===== src/rtl/i2c_rx_target_pkg.sv =====
package i2c_rx_target_pkg;

  localparam int BYTE_W = 8;
  localparam int ADDR_W = 10;
  localparam int CNT_W  = $clog2(BYTE_W + 1);

  localparam logic [7:0] CODE_IDLE     = 8'hF8;
  localparam logic [7:0] CODE_OWN      = 8'h60;
  localparam logic [7:0] CODE_OWN_ARB  = 8'h68;
  localparam logic [7:0] CODE_GC       = 8'h70;
  localparam logic [7:0] CODE_GC_ARB   = 8'h78;
  localparam logic [7:0] CODE_DAT_ACK  = 8'h80;
  localparam logic [7:0] CODE_DAT_NACK = 8'h88;
  localparam logic [7:0] CODE_GCD_ACK  = 8'h90;
  localparam logic [7:0] CODE_GCD_NACK = 8'h98;
  localparam logic [7:0] CODE_STOP     = 8'hA0;

  localparam logic [4:0] TEN_BIT_HDR = 5'b11110;

  typedef enum logic [2:0] {
    ST_IDLE, ST_ADDR, ST_ADDR2, ST_DATA, ST_ACK, ST_HOLD, ST_WAIT
  } ctrlState_t;

  typedef enum logic [1:0] {
    NX_ADDR2, NX_HOLD, NX_WAIT
  } ackNext_t;

  typedef struct packed {
    logic       sampleEn;
    logic       clrBits;
    logic       loadRx;
    logic       setFlag;
    logic       setIdle;
    logic [7:0] code;
  } dpCmd_t;

endpackage


===== src/rtl/i2c_rx_target_datapath.sv =====
module i2c_rx_target_datapath
  import i2c_rx_target_pkg::*;
#(
  parameter int SYNC_STAGES = 2
) (
  input  logic              clk,
  input  logic              rstN,
  input  logic              sclIn,
  input  logic              sdaIn,
  input  logic              flagClr,
  input  dpCmd_t            cmd,
  output logic              sclRise,
  output logic              sclFall,
  output logic              startDet,
  output logic              stopDet,
  output logic [CNT_W-1:0]  bitCnt,
  output logic [BYTE_W-1:0] shiftByte,
  output logic [BYTE_W-1:0] rxData,
  output logic [7:0]        status,
  output logic              intFlag
);

  localparam logic [CNT_W-1:0] FULL_CNT = CNT_W'(BYTE_W);

  logic sclS, sdaS, sclPrev, sdaPrev;

  generate
    if (SYNC_STAGES == 1) begin : g_sync1
      logic sclQ, sdaQ;
      always_ff @(posedge clk) begin
        if (!rstN) begin
          sclQ <= 1'b1;
          sdaQ <= 1'b1;
        end else begin
          sclQ <= sclIn;
          sdaQ <= sdaIn;
        end
      end
      assign sclS = sclQ;
      assign sdaS = sdaQ;
    end else begin : g_syncN
      logic [SYNC_STAGES-1:0] sclQ, sdaQ;
      always_ff @(posedge clk) begin
        if (!rstN) begin
          sclQ <= '1;
          sdaQ <= '1;
        end else begin
          sclQ <= {sclQ[SYNC_STAGES-2:0], sclIn};
          sdaQ <= {sdaQ[SYNC_STAGES-2:0], sdaIn};
        end
      end
      assign sclS = sclQ[SYNC_STAGES-1];
      assign sdaS = sdaQ[SYNC_STAGES-1];
    end
  endgenerate

  always_ff @(posedge clk) begin
    if (!rstN) begin
      sclPrev <= 1'b1;
      sdaPrev <= 1'b1;
    end else begin
      sclPrev <= sclS;
      sdaPrev <= sdaS;
    end
  end

  assign sclRise  = sclS & ~sclPrev;
  assign sclFall  = ~sclS & sclPrev;
  assign startDet = sclS & sclPrev & sdaPrev & ~sdaS;
  assign stopDet  = sclS & sclPrev & ~sdaPrev & sdaS;

  // bit shifter, MSB first
  always_ff @(posedge clk) begin
    if (!rstN) begin
      bitCnt    <= '0;
      shiftByte <= '0;
    end else if (cmd.clrBits) begin
      bitCnt <= '0;
    end else if (cmd.sampleEn && sclRise && (bitCnt < FULL_CNT)) begin
      shiftByte <= {shiftByte[BYTE_W-2:0], sdaS};
      bitCnt    <= bitCnt + CNT_W'(1);
    end
  end

  always_ff @(posedge clk) begin
    if (!rstN) begin
      rxData <= '0;
    end else if (cmd.loadRx) begin
      rxData <= shiftByte;
    end
  end

  // status and interrupt flag
  always_ff @(posedge clk) begin
    if (!rstN) begin
      intFlag <= 1'b0;
      status  <= CODE_IDLE;
    end else if (cmd.setFlag) begin
      intFlag <= 1'b1;
      status  <= cmd.code;
    end else begin
      if (flagClr) intFlag <= 1'b0;
      if (cmd.setIdle) status <= CODE_IDLE;
    end
  end

  p_clear_drops_flag_r8: assert property (@(posedge clk) disable iff (!rstN)
    (flagClr && intFlag && !cmd.setFlag) |=> !intFlag);

  p_flag_code_valid_r2: assert property (@(posedge clk) disable iff (!rstN)
    $rose(intFlag) |-> (status[2:0] == 3'b000 && status != CODE_IDLE));

  p_rx_held_r5: assert property (@(posedge clk) disable iff (!rstN)
    (intFlag && !flagClr) |=> $stable(rxData));

  p_bitcnt_range_r5: assert property (@(posedge clk) disable iff (!rstN)
    bitCnt <= FULL_CNT);

endmodule


===== src/rtl/i2c_rx_target_ctrl.sv =====
module i2c_rx_target_ctrl
  import i2c_rx_target_pkg::*;
(
  input  logic              clk,
  input  logic              rstN,
  input  logic              sclFall,
  input  logic              startDet,
  input  logic              stopDet,
  input  logic [CNT_W-1:0]  bitCnt,
  input  logic [BYTE_W-1:0] shiftByte,
  input  logic              intFlag,
  input  logic              flagClr,
  input  logic              ctlAak,
  input  logic              ctlGce,
  input  logic              ctlAddr10,
  input  logic [ADDR_W-1:0] ownAddr,
  input  logic              arbLost,
  output dpCmd_t            cmd,
  output logic              sdaOe,
  output logic              sclOe
);

  localparam logic [CNT_W-1:0] FULL_CNT = CNT_W'(BYTE_W);

  ctrlState_t state, stateN;
  ackNext_t   ackNext, ackNextN;
  logic [7:0] pendCode, pendN;
  logic       arbSeen, arbN, gcXfer, gcN, sdaOeN, sclOeN;

  logic byteDone, own7Hit, tenHdrHit, tenLowHit, gcHit, afterAck;

  assign byteDone  = (bitCnt == FULL_CNT) && sclFall;
  assign own7Hit   = !ctlAddr10 && (shiftByte == {ownAddr[6:0], 1'b0});
  assign tenHdrHit = ctlAddr10 && (shiftByte == {TEN_BIT_HDR, ownAddr[9:8], 1'b0});
  assign tenLowHit = (shiftByte == ownAddr[7:0]);
  assign gcHit     = ctlGce && (shiftByte == '0);
  assign afterAck  = (bitCnt <= CNT_W'(1));

  always_comb begin
    stateN   = state;
    ackNextN = ackNext;
    pendN    = pendCode;
    gcN      = gcXfer;
    arbN     = arbSeen | arbLost;
    sdaOeN   = sdaOe;
    sclOeN   = sclOe;
    cmd      = '0;
    cmd.code = pendCode;

    unique case (state)
      ST_IDLE: begin
        if (startDet) begin
          stateN      = ST_ADDR;
          cmd.clrBits = 1'b1;
        end
      end

      ST_ADDR: begin
        cmd.sampleEn = 1'b1;
        if (startDet) begin
          cmd.clrBits = 1'b1;
        end else if (stopDet) begin
          stateN = ST_IDLE;
          arbN   = 1'b0;
        end else if (byteDone) begin
          if (ctlAak && own7Hit) begin
            sdaOeN   = 1'b1;
            pendN    = arbSeen ? CODE_OWN_ARB : CODE_OWN;
            gcN      = 1'b0;
            arbN     = 1'b0;
            ackNextN = NX_HOLD;
            stateN   = ST_ACK;
          end else if (ctlAak && tenHdrHit) begin
            sdaOeN   = 1'b1;
            ackNextN = NX_ADDR2;
            stateN   = ST_ACK;
          end else if (ctlAak && gcHit) begin
            sdaOeN   = 1'b1;
            pendN    = arbSeen ? CODE_GC_ARB : CODE_GC;
            gcN      = 1'b1;
            arbN     = 1'b0;
            ackNextN = NX_HOLD;
            stateN   = ST_ACK;
          end else begin
            arbN   = 1'b0;
            stateN = ST_IDLE;
          end
        end
      end

      ST_ADDR2: begin
        cmd.sampleEn = 1'b1;
        if (startDet) begin
          cmd.clrBits = 1'b1;
          stateN      = ST_ADDR;
        end else if (stopDet) begin
          stateN = ST_IDLE;
          arbN   = 1'b0;
        end else if (byteDone) begin
          arbN = 1'b0;
          if (ctlAak && tenLowHit) begin
            sdaOeN   = 1'b1;
            pendN    = arbSeen ? CODE_OWN_ARB : CODE_OWN;
            gcN      = 1'b0;
            ackNextN = NX_HOLD;
            stateN   = ST_ACK;
          end else begin
            stateN = ST_IDLE;
          end
        end
      end

      ST_DATA: begin
        cmd.sampleEn = 1'b1;
        if ((startDet || stopDet) && afterAck) begin
          cmd.setFlag = 1'b1;
          cmd.code    = CODE_STOP;
          stateN      = ST_WAIT;
        end else if (startDet) begin
          cmd.clrBits = 1'b1;
          stateN      = ST_ADDR;
        end else if (stopDet) begin
          stateN = ST_IDLE;
        end else if (byteDone) begin
          cmd.loadRx = 1'b1;
          stateN     = ST_ACK;
          if (ctlAak) begin
            sdaOeN   = 1'b1;
            pendN    = gcXfer ? CODE_GCD_ACK : CODE_DAT_ACK;
            ackNextN = NX_HOLD;
          end else begin
            pendN    = gcXfer ? CODE_GCD_NACK : CODE_DAT_NACK;
            ackNextN = NX_WAIT;
          end
        end
      end

      ST_ACK: begin
        if (sclFall) begin
          sdaOeN      = 1'b0;
          cmd.clrBits = 1'b1;
          unique case (ackNext)
            NX_ADDR2: stateN = ST_ADDR2;
            NX_HOLD: begin
              cmd.setFlag = 1'b1;
              sclOeN      = 1'b1;
              stateN      = ST_HOLD;
            end
            default: begin
              cmd.setFlag = 1'b1;
              stateN      = ST_WAIT;
            end
          endcase
        end
      end

      ST_HOLD: begin
        if (flagClr && intFlag) begin
          sclOeN = 1'b0;
          stateN = ST_DATA;
        end
      end

      ST_WAIT: begin
        if (flagClr && intFlag) begin
          cmd.setIdle = 1'b1;
          stateN      = ST_IDLE;
        end
      end

      default: stateN = ST_IDLE;
    endcase
  end

  always_ff @(posedge clk) begin
    if (!rstN) begin
      state    <= ST_IDLE;
      ackNext  <= NX_HOLD;
      pendCode <= CODE_IDLE;
      arbSeen  <= 1'b0;
      gcXfer   <= 1'b0;
      sdaOe    <= 1'b0;
      sclOe    <= 1'b0;
    end else begin
      state    <= stateN;
      ackNext  <= ackNextN;
      pendCode <= pendN;
      arbSeen  <= arbN;
      gcXfer   <= gcN;
      sdaOe    <= sdaOeN;
      sclOe    <= sclOeN;
    end
  end

  p_stretch_needs_flag_r10: assert property (@(posedge clk) disable iff (!rstN)
    sclOe |-> intFlag);

  p_release_on_clear_r10: assert property (@(posedge clk) disable iff (!rstN)
    (sclOe && flagClr) |=> !sclOe);

  p_ack_after_byte_r2: assert property (@(posedge clk) disable iff (!rstN)
    $rose(sdaOe) |-> (bitCnt == FULL_CNT));

  p_no_ack_without_aak_r6: assert property (@(posedge clk) disable iff (!rstN)
    $rose(sdaOe) |-> $past(ctlAak));

endmodule


===== src/rtl/i2c_rx_target.sv =====
module i2c_rx_target
  import i2c_rx_target_pkg::*;
#(
  parameter int SYNC_STAGES = 2
) (
  input  logic        clk,
  input  logic        rstN,
  input  logic        sclIn,
  input  logic        sdaIn,
  output logic        sclOe,
  output logic        sdaOe,
  input  logic        ctlAak,
  input  logic        ctlGce,
  input  logic        ctlAddr10,
  input  logic [9:0]  ownAddr,
  input  logic        arbLost,
  input  logic        flagClr,
  output logic        intFlag,
  output logic [7:0]  status,
  output logic [7:0]  rxData
);

  dpCmd_t             cmd;
  logic               sclRise, sclFall, startDet, stopDet;
  logic [CNT_W-1:0]   bitCnt;
  logic [BYTE_W-1:0]  shiftByte;

  i2c_rx_target_datapath #(.SYNC_STAGES(SYNC_STAGES)) u_dp (
    .clk       (clk),
    .rstN      (rstN),
    .sclIn     (sclIn),
    .sdaIn     (sdaIn),
    .flagClr   (flagClr),
    .cmd       (cmd),
    .sclRise   (sclRise),
    .sclFall   (sclFall),
    .startDet  (startDet),
    .stopDet   (stopDet),
    .bitCnt    (bitCnt),
    .shiftByte (shiftByte),
    .rxData    (rxData),
    .status    (status),
    .intFlag   (intFlag)
  );

  i2c_rx_target_ctrl u_ctrl (
    .clk       (clk),
    .rstN      (rstN),
    .sclFall   (sclFall),
    .startDet  (startDet),
    .stopDet   (stopDet),
    .bitCnt    (bitCnt),
    .shiftByte (shiftByte),
    .intFlag   (intFlag),
    .flagClr   (flagClr),
    .ctlAak    (ctlAak),
    .ctlGce    (ctlGce),
    .ctlAddr10 (ctlAddr10),
    .ownAddr   (ownAddr),
    .arbLost   (arbLost),
    .cmd       (cmd),
    .sdaOe     (sdaOe),
    .sclOe     (sclOe)
  );

  logic unusedRise;
  assign unusedRise = sclRise;

endmodule


===== config.mk =====
export PLATFORM = sky130hd
export DESIGN_NAME = i2c_rx_target
export DESIGN_NICKNAME = d
export VERILOG_FILES = /design/src/rtl/i2c_rx_target_pkg.sv /design/src/rtl/i2c_rx_target_datapath.sv /design/src/rtl/i2c_rx_target_ctrl.sv /design/src/rtl/i2c_rx_target.sv
export SDC_FILE = /design/constraint.sdc
export NUM_CORES = 1
export LEC_CHECK = 0
export BUFFER_PORTS_ARGS = -buffer_cell sky130_fd_sc_hd__buf_4
export CAP_MARGIN = 20
export CORE_AREA = 2 2 70 72
export DETAILED_ROUTE_END_ITERATION = 16
export DIE_AREA = 0 0 72 74
export PLACE_DENSITY = 0.88
export SLEW_MARGIN = 0
export SYNTH_ARGS = -nofsm -noshare
export SYNTH_HDL_FRONTEND = slang
export SYNTH_HIERARCHICAL = 1
export SYNTH_SLANG_ARGS = --single-unit

===== constraint.sdc =====
create_clock -name clk -period 2.52 [get_ports clk]
set_input_delay 0.378 -clock clk [delete_from_list [all_inputs] [get_ports clk]]
set_output_delay 0.378 -clock clk [all_outputs]
set_load 0.01 [all_outputs]

# --- Word-level counts from Yosys, hierarchy flattened ---
# Cells that the tools add are included.
word_totals:
  regBits: 52
classes:
  n_addsub: 1
  n_lt_le_gt_ge: 2
  n_eq_ne: 34
  muxes: 117
  bitwise: 14
  reduce_logical: 33
op_table:
  columns: ["cell", "count"]
  rows:
  - ["$mux 8", 19]
  - ["$mux 3", 18]
  - ["$mux 1", 50]
  - ["$mux 2", 16]
  - ["$eq 8x8->1", 3]
  - ["$pmux 8 s3", 1]
  - ["$pmux 3 s7", 1]
  - ["$ne 2x2->1 const B", 9]
  - ["$ne 2x1->1 const B", 8]
  - ["$reduce_and 15->1", 1]
  - ["$reduce_and 14->1", 1]
  - ["$reduce_and 13->1", 1]
  - ["$logic_and 1x1->1", 12]
  - ["$mux 5", 2]
  - ["$reduce_and 10->1", 1]
  - ["$eq 3x3->1 const B", 3]
  - ["$logic_not 8->1", 1]
  - ["$mux 4", 2]
  - ["$ne 4x1->1 const B", 2]
  - ["$pmux 1 s2", 4]
  - ["$reduce_and 8->1", 1]
  - ["$reduce_bool 2->1", 4]
  - ["$and 1x1->1", 7]
  - ["$eq 3x2->1 const B", 2]
  - ["25 further kinds", 32]

# --- Longest topological paths before layout ---
# Gate-level depths: netlist of run 1.
depth:
  word_depth: 10
  depth_mapped: 9
  ltp_nobuf: 8

# --- Hierarchy ---
# The synthesis of run 1 kept the hierarchy.
modules_own_cells:
  columns: ["mod", "n_inst", "cells_each", "area_per_inst_um2", "seq_area_each_um2"]
  rows:
  - ["i2c_rx_target_datapath", 1, 129, 1330.0, 700.7]
  - ["i2c_rx_target_ctrl", 1, 155, 1227.4, 260.2]

# --- Worst setup path before layout of run 1 ---
# Ideal clock, no wire load.
synth_timing:
  kind: "register -> register"
  startpoint: "register u_dp.g_syncN.sclQ[1]"
  endpoint: "register u_dp.status[6]"
  setup_ps: 132
  arrival_time_ps: 2029
  required_ps: 2388
  setup_slack_ps: 358
  stages_incl_launch_ff: 10
  path_buffers: 2
  cell_sequence: "dfxtp_1 nand2_1 nor3b_1 nor2_1 and4bb_2 o21bai_1 clkbuf_1 buf_2 nor2b_1 o21ai_0"
synth_lines:
  columns: ["element", "line", "source"]
  rows:
  - ["start: declaration", "i2c_rx_target_datapath.sv:42", "logic [SYNC_STAGES-1:0] sclQ, sdaQ;"]
  - ["start signal: assignment", "i2c_rx_target_datapath.sv:48", "sclQ <= {sclQ[SYNC_STAGES-2:0], sclIn};"]
  - ["end signal: assignment", "i2c_rx_target_datapath.sv:100", "status <= cmd.code;"]
  - ["end: declaration", "i2c_rx_target_datapath.sv:19", "output logic [7:0] status,"]

==> metrics.md, run 1 <==
| Metric | Value |
|---|---|
| Port bufs | `37` |
| CP required | `2.72 ns` |
| Type of the tightest min-delay check | `in -> reg` |
| Post-Route WL | `5234 um` |
| Root buf cell | `clkbuf_8` |
| Layout cells sized above 1 | `0.2201` |
| Final nets | `337` |
| CP endpoint kind | `flip-flop` |
| Count of final max-slew check failures | `0` |
| Sequential cell area | `960.9 um^2` |
| Fill cells | `380` |
| WHS | `0.2525 ns` |
| Drt pass-1 iters | `4` |
| Grt total ovfl | `0` |
| Clk buf depth | `2` |
| Met2 usage | `0.3663` |
| IO Count | `38` |
| RSZ-0062 raised after global routing | `no` |
| Crit Path Max Fanout | `8` |
| Clock transition at the registers of the reported paths | `0.09 ns` |
| DRT iter0 DRCs | `141` |
| First-pass GRT wire length | `9108 um` |
| Diodes inserted | `0` |
| Leak | `1.101 nW` |
| Busiest layer in global routing | `met2` |
| Vias/cell | `5.723` |
| TritonCTS Buffers | `5` |
| GRT met1 Usage | `0.2671` |
| Total track usage | `0.2136` |
| Syn_area_per_cell | `9.010 um^2` |
| Total core area | `4598 um^2` |
| Chip Width | `72 um` |
| Final period utilization | `0.8478` |
| Starting Density | `0.5546` |
| Worst slew pin tran | `0.8731 ns` |
| Detailed placer's ending HPWL | `3832 um` |
| Pwr/cell area | `490.0 nW/um^2` |
| Fmax | `468.1 MHz` |
| Clock power frac | `0.402` |
| DRC viols | `0` |
| Worst Skew | `0.009572 ns` |
| Final min period | `2.136 ns` |
| Hold buffers post-CTS | `0` |
| Fin Setup TNS | `0 ns` |
| Skew-Pair Late Insertion Delay | `0.30 ns` |
| Multi-input logic area | `1475 um^2` |
| Hold Vio Cnt, Final | `0` |
| Die outline area | `5328 um^2` |
| Setup violations, final | `0` |
| Via Count | `2129` |
| Clock sinks | `48` |
| Setup CP Type | `reg -> reg` |
| Site Rows | `25` |
| Mapped Area | `2550 um^2` |
| Maximum VDD drop | `380.0 uV` |
| Cells after synthesis | `283` |
| Critical Path Start Type | `flip-flop` |
| CP arrival | `2.34 ns` |
| RD Place Congestion | `0.8585` |
| P_int | `1.136 mW` |
| Status | `finished clean` |
| Switching Power | `315.3 uW` |
| Sequential Power Share | `0.529` |
| Maxcap violations | `0` |
| H-tree depth | `2` |
| Largest net degree at the start of global routing | `48` |
| Wire per inst | `14.07 um` |
| Sw Ratio | `0.2172` |
| Syn. warnings | `6` |
| Combinational Power Share | `0.069` |
| Grt met3 use | `0.04201` |
| CTS tree | `done` |
| Die height | `74 um` |
| Slew headroom | `0.4158` |
| Initial antenna violation count | `0` |
| Number of global-route vias before repair | `2062` |
| ANT nets after route | `0` |
| Area Overhead vs Synth | `16.19%` |
[power groups by stage]
stage	Clock (mW)	Combinational, mW	Sequential (mW)
2_1_floorplan	0	0.0630	0.783
3_3_place_gp	0	0.0978	0.785
3_5_place_dp	0	0.0991	0.785
4_1_cts	0.602	0.101	0.767
5_1_grt	0.626	0.111	0.768
6_report	0.584	0.100	0.767
[state kept, by name (all words and copies together), names as in the netlist, 2 cells and up]
name and count:
u_dp/rxData 8, u_dp/shiftByte 8, u_dp/status 8, u_ctrl/pendCode 4
u_dp/bitCnt 4, u_ctrl/state 3, u_ctrl/ackNext 2, u_dp/g_syncN.sclQ 2
u_dp/g_syncN.sdaQ 2
[cell usage in the layout (no fill, tap or decap), types with 2 or more instances in the layout]
cell type	instances
dfxtp_1	48
buf_4	42
nand2_1	30
nor2b_1	24
mux2i_1	21
nor2_1	19
xnor2_1	17
nand2b_1	10
a21oi_1	10
o21ai_0	9
nand3_1	7
nor3_1	7
clkbuf_8	6
inv_1	6
nor3b_1	6
nand4_1	3
o211ai_1	3
o211a_1	3
conb_1	3
o21a_1	2
nor4b_1	2
and4bb_2	2
or2_2	2
xor2_1	2
nor4_2	2
o221ai_2	2
a31oi_1	2
[metal layers]
metal  vias up  routed length, um  part of all wire
li1       1051                  -                 -
met1      1010               2374              0.45
met2        58               2536              0.48
met3        10                211             0.040
met4         0                111             0.021
met5         -                  0                 0
[critical path: stages (launching register included)]
cell     delay, ns
dfxtp_1       0.35
nor3b_1       0.17
nor2_1        0.28
nand3_1       0.20
nor2_1        0.70
mux2i_1       0.28
nor2b_1       0.06
[metrics by stage]
| step | setup WS, ns | total power [mW] | area (um^2) | utilization | std cells |
|---|---|---|---|---|---|
| floorplan | 0.3744 | 0.8464 | 2557 | - | 285 |
| global placement | 0.3876 | 0.8826 | 2838 | 0.6171 | 364 |
| detailed placement | 0.2316 | 0.8842 | 2838 | 0.6171 | 364 |
| CTS | 0.2161 | 1.469 | 2959 | 0.6435 | 372 |
| global route | 0.1754 | 1.505 | 2963 | 0.6444 | 372 |
| finish | 0.3836 | 1.452 | 2963 | 0.6444 | 372 |
[final cells by class]
class | instances | area share
clock inverters | 2 | 0.01309
inverters | 6 | 0.007601
well taps | 54 | 0.02280
clock buffers | 6 | 0.02787
flip-flops and latches | 48 | 0.3243
multi-input cells | 214 | 0.4979
repair buffers | 42 | 0.1064
[final timing paths]
path | from | slack, ns | to | cells past startpoint
max reg2reg | u_dp/g_syncN.sdaQ[1] | 0.38 | u_dp/rxData[5] | 6
max | u_dp/g_syncN.sdaQ[1] | 0.38 | u_dp/rxData[5] | 6
min reg2reg | u_dp/g_syncN.sclQ[0] | 0.42 | u_dp/g_syncN.sclQ[1] | 1
min | sdaIn | 0.25 | u_dp/g_syncN.sdaQ[0] | 2
[what timing repair did]
action / in CTS / in global routing
setup endpoints to repair: 0 / 4
resized for setup: 0 / 1
buffers inserted: 0 / 0
Note: power is estimated with default switching activity, not from simulation.
==> run 2, diff against run 1 <==
--- a/config.mk
+++ b/config.mk
@@ -7,10 +7,10 @@
 export LEC_CHECK = 0
 export BUFFER_PORTS_ARGS = -buffer_cell sky130_fd_sc_hd__buf_4
 export CAP_MARGIN = 20
-export CORE_AREA = 2 2 70 72
+export CORE_AREA = 2 2 74 76
 export DETAILED_ROUTE_END_ITERATION = 16
-export DIE_AREA = 0 0 72 74
-export PLACE_DENSITY = 0.88
+export DIE_AREA = 0 0 76 78
+export PLACE_DENSITY = 0.83
 export SLEW_MARGIN = 0
 export SYNTH_ARGS = -nofsm -noshare
 export SYNTH_HDL_FRONTEND = slang
==> constraint.sdc (replaced) <==
create_clock -name clk -period 1.9 [get_ports clk]
set_input_delay 0.285 -clock clk [delete_from_list [all_inputs] [get_ports clk]]
set_output_delay 0.285 -clock clk [all_outputs]
set_load 0.01 [all_outputs]
==> metrics.md, run 2 (synthesis gave the netlist of run 1 again) <==
| Metric | Value |
|---|---|
| Status | `finished clean (unchanged)` |
| Grt total ovfl | `0 (unchanged)` |
| Initial antenna violation count | `0 (unchanged)` |
| IO Count | `38 (unchanged)` |
| Final worst slack | `0.09923 ns (was 0.3836 ns)` |
| Vias/cell | `5.409 (was 5.723)` |
| Skew-Pair Late Insertion Delay | `0.31 ns (was 0.30 ns)` |
| Worst stage delay on the critical path | `0.53 ns (was 0.70 ns)` |
| Die height | `78 um (was 74 um)` |
| CP arrival | `2.06 ns (was 2.34 ns)` |
| Total core area | `5042 um^2 (was 4598 um^2)` |
| Final period utilization | `0.9478 (was 0.8478)` |
| Pwr/cell area | `569.4 nW/um^2 (was 490.0 nW/um^2)` |
| Maximum VDD drop | `389.7 uV (was 380.0 uV)` |
| Post-Route WL | `5779 um (was 5234 um)` |
| Largest net degree at the start of global routing | `32 (was 48)` |
| Commonest non-fill, non-tap cells in the layout | `buf_4 (58), dfxtp_1 (47), nand2_1 (30), nor2b_1 (24), mux2i_1 (21) (was dfxtp_1 (48), buf_4 (42), nand2_1 (30), nor2b_1 (24), mux2i_1 (21))` |
| Hold buffers post-CTS | `0 (unchanged)` |
| Slowest library cell on the worst path | `dfxtp_1 (was nor2_1)` |
| Total track usage | `0.2014 (was 0.2136)` |
| Wire per inst | `14.16 um (was 14.07 um)` |
| Crit Path Max Fanout | `6 (was 8)` |
| Setup CP Type | `reg -> reg (unchanged)` |
| RSZ-0062 raised after global routing | `no (unchanged)` |
| Chip Width | `76 um (was 72 um)` |
| TritonCTS Buffers | `5 (unchanged)` |
| Site Rows | `26 (was 25)` |
| Final min period | `1.801 ns (was 2.136 ns)` |
| CP endpoint kind | `flip-flop (unchanged)` |
| Maxcap violations | `0 (unchanged)` |
| Fill cells | `427 (was 380)` |
| Critical Path Start Type | `flip-flop (unchanged)` |
| Drt pass-1 iters | `4 (unchanged)` |
| DRC viols | `0 (unchanged)` |
| DRT iter0 DRCs | `146 (was 141)` |
| Clock transition at the registers of the reported paths | `0.09 ns (about the same)` |
| H-tree depth | `2 (unchanged)` |
| ANT nets after route | `0 (unchanged)` |
| Root buf cell | `clkbuf_8 (unchanged)` |
| Area Overhead vs Synth | `25.22% (was 16.19%)` |
| CTS tree | `done (unchanged)` |
| Place WS | `0.09663 ns (was 0.2316 ns)` |
| Count of final max-slew check failures | `0 (unchanged)` |
| Worst Skew | `0.008866 ns (was 0.009572 ns)` |
| Starting Density | `0.5057 (was 0.5546)` |
| Placed insts | `398 (was 364)` |
| Setup violations, final | `0 (unchanged)` |
| Final nets | `357 (was 337)` |
| WHS | `0.1601 ns (was 0.2525 ns)` |
| Layout Cells excl Fill | `408 (was 372)` |
| First-pass GRT wire length | `9673 um (was 9108 um)` |
| Clk buf depth | `2 (unchanged)` |
| Layout cells sized above 1 | `0.2840 (was 0.2201)` |
| Hold Vio Cnt, Final | `0 (unchanged)` |
| Via Count | `2207 (was 2129)` |
| Port bufs | `37 (unchanged)` |
| Leak | `1.215 nW (was 1.101 nW)` |
| Number of global-route vias before repair | `2148 (was 2062)` |
| Type of the tightest min-delay check | `in -> reg (unchanged)` |
| Die outline area | `5928 um^2 (was 5328 um^2)` |
| Diodes inserted | `0 (unchanged)` |
| RD Place Congestion | `0.9146 (was 0.8585)` |
| Largest regs | `u_dp/rxData: 8 flops, u_dp/shiftByte: 8 flops, u_dp/status: 8 flops (unchanged)` |
| Detailed placer's ending HPWL | `4152 um (was 3832 um)` |
| Most common cell after layout, fill and taps aside | `buf_4 (was dfxtp_1)` |
| CP cell instances | `and4_1 -> nand4_1 -> nand2_1 -> o221ai_2 -> a31oi_1 -> o211a_1 (was nor3b_1 -> nor2_1 -> nand3_1 -> nor2_1 -> mux2i_1 -> nor2b_1)` |
| Clock sinks | `48 (unchanged)` |
| CP required | `2.16 ns (was 2.72 ns)` |
| Fin Setup TNS | `0 ns (unchanged)` |
| Fmax | `555.3 MHz (was 468.1 MHz)` |
## run 2: cell types whose count changed in the layout (fill, tap and decap cells not counted), sizes merged
| cell | delta |
|---|---|
| clkbuf | +1 |
| inv | +1 |
| buf | +19 |
| bufinv | -1 |
## run 2: critical path: cells and delay by family, from the launching register on
kind,cells,cell delay [ns]
simple gates,3,0.70
flops,1,0.53
compound gates,3,0.52
## run 2: final cells by class
class / instances / area, um^2 / area share
multi-input cells: 214 / 1521 / 0.4765
flip-flops and latches: 48 / 962.2 / 0.3013
repair buffers: 62 / 503.0 / 0.1575
well taps: 70 / 87.58 / 0.02743
clock buffers: 6 / 82.58 / 0.02586
inverters: 6 / 22.52 / 0.007053
clock inverters: 2 / 13.76 / 0.004310
## run 2: metal layers
metal,up-vias,GRT usage,share of wire,wire length (um)
met2,73,0.3384,0.49,2812
li1,1089,-,-,-
met5,-,0,0,0
met3,22,0.04767,0.056,322
met1,1023,0.2388,0.42,2454
met4,0,0.1091,0.033,190
## run 2: metrics by stage
step | total power, mW | util | area [um^2]
finish | 1.818 | 0.6333 | 3193
detailed placement | 1.185 | 0.6017 | 3034
global route | 1.879 | 0.6333 | 3193
CTS | 1.830 | 0.6208 | 3131
global placement | 1.182 | 0.6017 | 3034
floorplan | 1.124 | - | 2577
## run 2: worst paths after layout
| check | start | endpoint | slack [ns] | depth (start not counted) |
|---|---|---|---|---|
| min | sclIn | u_dp/g_syncN.sclQ[0] | 0.16 | 2 |
| max | u_dp/shiftByte[6] | u_ctrl/sdaOe | 0.1 | 6 |
| max reg2reg | u_dp/shiftByte[6] | u_ctrl/sdaOe | 0.1 | 6 |
| min reg2reg | u_dp/g_syncN.sclQ[0] | u_dp/g_syncN.sclQ[1] | 0.42 | 1 |
## run 2: timing repair
action	4_1_cts	5_1_grt
resized for setup	0	7
endpoints found under the setup margin	0	13
hold endpoints to repair	0	0
buffers inserted	0	0
## run 2: report_power, final
| group | leakage, nW | switching (mW) | internal (mW) |
|---|---|---|---|
| Combinational | 0.776 | 0.0756 | 0.0744 |
| Sequential | 0.388 | 0.00504 | 1.01 |
| Clock | 0.0516 | 0.352 | 0.298 |
